`src/rtl/ecc_verdict_pkg.sv`:
```
package ecc_verdict_pkg;

  typedef enum logic [1:0] {
    ST_IDLE   = 2'd0,
    ST_DECIDE = 2'd1,
    ST_COUNT  = 2'd2,
    ST_FINAL  = 2'd3
  } state_e;

  // Strobes from the sequencer to the datapath
  typedef struct packed {
    logic latchStatus;  // load status byte, clear counter and verdict
    logic accumulate;   // a sector word is accepted this cycle
    logic finishClean;  // verdict straight from the status byte
    logic finishCount;  // verdict from the zero-bit count
  } strobe_t;

endpackage

```
`src/rtl/ecc_verdict_ctrl.sv`:
```
module ecc_verdict_ctrl
  import ecc_verdict_pkg::*;
#(
  parameter int WORDS = 512
) (
  input  logic    clk,
  input  logic    rst,
  input  logic    start,
  input  logic    wordValid,
  input  logic    statusFail,
  output logic    wordReady,
  output strobe_t strobe
);

  localparam int WCNT_W = (WORDS > 1) ? $clog2(WORDS) : 1;
  localparam logic [WCNT_W-1:0] LAST_WORD = WCNT_W'(WORDS - 1);

  state_e state, stateNext;
  logic [WCNT_W-1:0] wordCnt;
  logic accept;
  logic lastWord;

  assign wordReady = (state == ST_COUNT);
  assign accept    = wordReady && wordValid;
  assign lastWord  = (wordCnt == LAST_WORD);

  always_comb begin
    stateNext = state;
    unique case (state)
      ST_IDLE:   if (start) stateNext = ST_DECIDE;
      ST_DECIDE: stateNext = statusFail ? ST_COUNT : ST_IDLE;
      ST_COUNT:  if (accept && lastWord) stateNext = ST_FINAL;
      ST_FINAL:  stateNext = ST_IDLE;
      default:   stateNext = ST_IDLE;
    endcase
  end

  always_comb begin
    strobe             = '0;
    strobe.latchStatus = (state == ST_IDLE) && start;
    strobe.accumulate  = accept;
    strobe.finishClean = (state == ST_DECIDE) && !statusFail;
    strobe.finishCount = (state == ST_FINAL);
  end

  always_ff @(posedge clk) begin
    if (rst) begin
      state   <= ST_IDLE;
      wordCnt <= '0;
    end else begin
      state <= stateNext;
      if (state == ST_DECIDE) begin
        wordCnt <= '0;
      end else if (accept) begin
        wordCnt <= wordCnt + 1'b1;
      end
    end
  end

endmodule

```
`src/rtl/ecc_verdict_dp.sv`:
```
module ecc_verdict_dp
  import ecc_verdict_pkg::*;
#(
  parameter int  SLOT_BYTES      = 8,
  parameter bit  BIG_ENDIAN_SLOT = 1'b0,
  parameter int  WORD_W          = 32,
  parameter int  ACC_W           = 14,
  parameter int  CNT_W           = 6
) (
  input  logic                    clk,
  input  logic                    rst,
  input  strobe_t                 strobe,
  input  logic [8*SLOT_BYTES-1:0] statusSlot,
  input  logic [WORD_W-1:0]       wordData,
  output logic                    statusFail,
  output logic [7:0]              statusByte,
  output logic                    done,
  output logic                    uncorrectable,
  output logic [CNT_W-1:0]        corrCount,
  output logic                    fillOnes,
  output logic [ACC_W-1:0]        zeroCount
);

  localparam int PC_W    = $clog2(WORD_W + 1);
  localparam int LE_OFS  = 4;
  localparam int BE_OFS  = SLOT_BYTES - 1;

  logic [7:0]        slotByte;
  logic [PC_W-1:0]   wordZeros;
  logic [ACC_W:0]    accSum;
  logic [ACC_W-1:0]  threshold;
  logic              overThr;

  generate
    if (BIG_ENDIAN_SLOT) begin : g_be
      assign slotByte = statusSlot[8*BE_OFS +: 8];
    end else begin : g_le
      assign slotByte = statusSlot[8*LE_OFS +: 8];
    end
  endgenerate

  // Zero bits of the incoming word
  always_comb begin
    wordZeros = '0;
    for (int b = 0; b < WORD_W; b++) begin
      wordZeros = wordZeros + PC_W'(!wordData[b]);
    end
  end

  assign threshold  = ACC_W'(statusByte[CNT_W-1:0]);
  assign overThr    = zeroCount > threshold;
  assign accSum     = {1'b0, zeroCount} + (ACC_W+1)'(wordZeros);
  assign statusFail = statusByte[7];

  always_ff @(posedge clk) begin
    if (rst) begin
      statusByte    <= '0;
      zeroCount     <= '0;
      done          <= 1'b0;
      uncorrectable <= 1'b0;
      corrCount     <= '0;
      fillOnes      <= 1'b0;
    end else begin
      done <= strobe.finishClean || strobe.finishCount;
      if (strobe.latchStatus) begin
        statusByte    <= slotByte;
        zeroCount     <= '0;
        uncorrectable <= 1'b0;
        corrCount     <= '0;
        fillOnes      <= 1'b0;
      end
      if (strobe.accumulate && !overThr) begin
        zeroCount <= accSum[ACC_W] ? {ACC_W{1'b1}} : accSum[ACC_W-1:0];
      end
      if (strobe.finishClean) begin
        uncorrectable <= 1'b0;
        corrCount     <= statusByte[CNT_W-1:0];
        fillOnes      <= 1'b0;
      end
      if (strobe.finishCount) begin
        uncorrectable <= overThr;
        corrCount     <= '0;
        fillOnes      <= !overThr;
      end
    end
  end

endmodule

```
`src/rtl/ecc_verdict.sv`:
```
module ecc_verdict
  import ecc_verdict_pkg::*;
#(
  parameter int SLOT_BYTES      = 8,
  parameter bit BIG_ENDIAN_SLOT = 1'b0,
  parameter int WORD_W          = 32,
  parameter int SECTOR_BYTES    = 2048,
  parameter int ACC_W           = 14,
  parameter int CNT_W           = 6
) (
  input  logic                    clk,
  input  logic                    rst,
  input  logic                    start,
  input  logic [8*SLOT_BYTES-1:0] statusSlot,
  input  logic                    wordValid,
  input  logic [WORD_W-1:0]       wordData,
  output logic                    wordReady,
  output logic                    done,
  output logic                    uncorrectable,
  output logic [CNT_W-1:0]        corrCount,
  output logic                    fillOnes,
  output logic [ACC_W-1:0]        zeroCount
);

  localparam int WORDS = SECTOR_BYTES / (WORD_W / 8);

  strobe_t    strobe;
  logic       statusFail;
  logic [7:0] statusByte;

  ecc_verdict_ctrl #(
    .WORDS(WORDS)
  ) u_ctrl (
    .clk       (clk),
    .rst       (rst),
    .start     (start),
    .wordValid (wordValid),
    .statusFail(statusFail),
    .wordReady (wordReady),
    .strobe    (strobe)
  );

  ecc_verdict_dp #(
    .SLOT_BYTES     (SLOT_BYTES),
    .BIG_ENDIAN_SLOT(BIG_ENDIAN_SLOT),
    .WORD_W         (WORD_W),
    .ACC_W          (ACC_W),
    .CNT_W          (CNT_W)
  ) u_dp (
    .clk          (clk),
    .rst          (rst),
    .strobe       (strobe),
    .statusSlot   (statusSlot),
    .wordData     (wordData),
    .statusFail   (statusFail),
    .statusByte   (statusByte),
    .done         (done),
    .uncorrectable(uncorrectable),
    .corrCount    (corrCount),
    .fillOnes     (fillOnes),
    .zeroCount    (zeroCount)
  );

endmodule

```
`config.mk`:
```
export PLATFORM = sky130hd
export DESIGN_NAME = ecc_verdict
export DESIGN_NICKNAME = d
export VERILOG_FILES = /design/src/rtl/ecc_verdict_pkg.sv /design/src/rtl/ecc_verdict_ctrl.sv /design/src/rtl/ecc_verdict_dp.sv /design/src/rtl/ecc_verdict.sv
export SDC_FILE = /design/constraint.sdc
export NUM_CORES = 1
export LEC_CHECK = 0
export BUFFER_PORTS_ARGS = -buffer_cell sky130_fd_sc_hd__buf_2
export CAP_MARGIN = 10
export CORE_ASPECT_RATIO = 0.6
export CORE_MARGIN = 8
export CORE_UTILIZATION = 49
export CTS_BUF_LIST = sky130_fd_sc_hd__clkbuf_8
export DETAILED_ROUTE_END_ITERATION = 8
export PLACE_DENSITY = 0.82
export SYNTH_ARGS = -nofsm -noshare
export SYNTH_HDL_FRONTEND = slang
export SYNTH_SLANG_ARGS = --single-unit
```
`constraint.sdc`:
```
create_clock -name clk -period 6.6 [get_ports clk]
set_input_delay 0 -clock clk [delete_from_list [all_inputs] [get_ports clk]]
set_output_delay 0 -clock clk [all_outputs]
set_load 0.01 [all_outputs]
```
==> results.yml <==
timing:
  drv_slew: 0
  finalWorstSetupSlack_ns: 0.7795
  max_freq_ghz: 0.1718
  final-setup-viol-count: 0
  slew_headroom: 0.5936
  period_minus_slack_ns: 5.821
  whs_ns: 0.06988
  finalHoldViolCount: 0
  fin_skew_ns: 0.007221
  final.setup.tns_ns: 0
  rsz0062_at_grt: "false"
  tightest_slew_ns: 0.6096
  period_share: 0.8819
grt:
  grt_max_degree: 23
  gr-total-overflow: 0
  first_global_vias: 2262
  antenna_found_initial: 0
  track_usage: 0.1428
  grt_pass1_wl_um: 9949
synthesis:
  ys_seq_area_frac: 0.2927
  ys.flop_type: "dfxtp_1"
  synth_warnings: 0
  yosysUniqueCellTypes: 40
  synth_top_area_cell: "dfxtp_1"
  synthArstFlopShare: 0
  synth_area_leaders: "dfxtp_1 (29%), fa_1 (18%), ha_1 (9.8%)"
  yosys.area.top_type_share: 0.2927
  avgSynthCellArea_um2: 8.845
  synth_edf_count: 0
  synth_fp_nets: 464
  ys_ff_latch: 41
  synthCells: 317
  netlist_area_um2: 2804
power_and_ir_drop:
  p_leak_nw: 1.669
  p_total_mw: 1.397
  ir_drop_v: 0.0003867
  power_density_nw_per_um2: 418.6
drt:
  initialDrtViolationCount: 112
  dr_total_vias: 2310
  drc_errors: 0
  ant_nets: 0
  first_pass_iters: 4
  totalWireLength_um: 5999
  via_per_inst: 4.915
  routedWlPerCell_um: 12.76
critical_path:
  reg2reg_to: "u_dp.zeroCount[0]"
  reg2reg_slack_ns: 4.29
  critPathMaxFanout: 6
  crit_path_max_incr_delay_ns: 0.56
  reg2reg_depth: 8
  critPathKind: "in -> reg"
  arrival_ns: 5.96
  cp_data_required_time_ns: 6.74
  endpoint_kind: "flip-flop"
  cp_slowest_cell: "fa_1"
  crit_top_cell: "fa_1"
  r2r_start: "u_dp.statusByte[3]"
  start_kind: "primary input"
  crit_chain: "buf_2 > inv_1 > ha_1 > fa_1 > fa_1 > fa_1 > fa_1 > fa_1 > fa_1 > fa_1 > inv_1 > fa_1 > inv_1 > a21o_1 > a21oi_1 > xnor2_1 > ha_1 > o21a_1 > o31a_1 > o31ai_2 > o21ai_0 > nor2_1 > a211oi_2"
hold_path:
  min_from: "wordValid"
  hold_end: "u_ctrl.wordCnt[1]"
  min_path_type: "in -> reg"
  min_path_cells: 4
layout:
  fill_cells: 482
  fin_cells: 470
  insertedDiodeCount: 0
  nets: 536
  drive_above_1_share: 0.2077
  areaGrowthSynthToFinish_pct: 19.05
  seq_area_um2: 820.8
  final_cell_mix: "buf_2 (66), inv_1 (61), dfxtp_1 (41), nand2_1 (31), fa_1 (25)"
  mostFrequentLayoutCell: "buf_2"
  multi_input_area_um2: 1702
run:
  cap_violations: 0
cts:
  clk_latency_ns: 0.29
  clockBufferDepth: 2
  cts_tree: "built"
  cts.sinks: 41
  cts_hold_buffers: 7
  cts_setup_buffers: 0
  cts_buffers: 5
  htree_levels: 2
  clockRootBuffer: "clkbuf_8"
  post_cts_resized: 0
  path_clk_slew_ns: 0.08
outcome:
  status: "finished, final reports clean"
die:
  core_um2: 5544
  dieArea_um2: 8478
  fp.dieH_um: 74.60
  start_util: 0.5058
  die_w_um: 113.7
  io_pins: 124
  rows: 21
place:
  gp_congestion: 0.7784
  pre_cts_ws_ns: 0.4252
  dp.cells: 455
  portBuffers: 66
  dpl.hpwl_um: 4909
-- synth_stat cells (2+ instances only) --
cell type	count
inv_1	61
dfxtp_1	41
nand2_1	31
fa_1	25
nor2_1	24
ha_1	22
a21oi_1	20
xor2_1	7
a21o_1	6
a22oi_1	6
and3_1	6
nand4_1	5
nor2b_1	5
and2_1	4
nand3_1	4
o21a_1	4
o21ai_0	4
xnor2_1	4
a211oi_2	3
clkbuf_1	3
nand2b_1	3
nor3_1	3
or3_1	3
a211oi_1	2
a31oi_1	2
buf_1	2
nor3b_1	2
nor4_1	2
o21bai_1	2
-- logic make-up after synthesis --
| group | Yosys count | synth area share |
|---|---|---|
| flops | 41 | 0.2927 |
| xor+xnor | 11 | 0.03436 |
| buf+inv | 69 | 0.1004 |
| compound gates | 54 | 0.1325 |
| fa+ha+maj | 47 | 0.2767 |
| simple gates | 95 | 0.1633 |
-- flip-flops by register name, summed over array words and instances (netlist names), named ones only --
name	flops
u_dp.fillOnes	1
u_dp.zeroCount	14
u_dp.done	1
u_dp.statusByte	7
u_ctrl.wordCnt	9
u_dp.corrCount	6
u_dp.uncorrectable	1
u_ctrl.state	1
-- report_power, final --
| part | switching, mW | leakage [nW] | internal [mW] | total (mW) |
|---|---|---|---|---|
| Sequential | 0.00379 | 0.332 | 0.252 | 0.256 |
| Combinational | 0.519 | 1.29 | 0.466 | 0.984 |
| Clock | 0.0845 | 0.0439 | 0.0730 | 0.157 |
| Total | 0.607 | 1.67 | 0.790 | 1.40 |
-- through the flow --
step           utilization  cell area (um2)
3_5_place_dp        0.5739             3182
2_1_floorplan            -             2804
4_1_cts             0.6021             3338
6_report            0.6021             3338
5_1_grt             0.6021             3338
3_3_place_gp        0.5739             3182
-- cell type report --
type                            count  area share
Clock buffer                        5     0.02061
Clock inverter                      3    0.005247
Inverter                           61     0.06859
Multi-Input combinational cell    207      0.5097
Sequential cell                    41      0.2459
Tap cell                           80     0.02999
Timing Repair Buffer               73      0.1199
-- worst max-delay path by stage --
stage | startpoint | end | slack, ns | cells past startpoint
floorplan | wordData[0] | u_dp.zeroCount[0] | 0.96 | 21
detailed placement | wordData[0] | u_dp.zeroCount[4] | 0.43 | 23
CTS | wordData[0] | u_dp.zeroCount[4] | 0.74 | 23
finish | wordData[0] | u_dp.zeroCount[4] | 0.78 | 23
global route | wordData[0] | u_dp.zeroCount[0] | 0.40 | 22
global placement | wordData[0] | u_dp.zeroCount[4] | 0.56 | 23
-- worst max-delay path, delay by kind of cell --
family	cells	cell delay, ns
adder cells (fa/ha/maj)	10	4.19
AO/OA/AOI/OAI	7	1.25
buffers and inverters	4	0.25
XOR/XNOR	1	0.14
AND/OR/NAND/NOR	1	0.14
-- metal layers --
| layer | GRT usage | up-vias | part of all wire |
|---|---|---|---|
| met5 | 0 | - | 0 |
| met4 | 0.01320 | 0 | 0 |
| met3 | 0.04133 | 0 | 0.047 |
| met2 | 0.2342 | 46 | 0.46 |
| met1 | 0.1896 | 1093 | 0.49 |
| li1 | - | 1171 | - |
No activity file was read; power rests on OpenSTA's default activity.
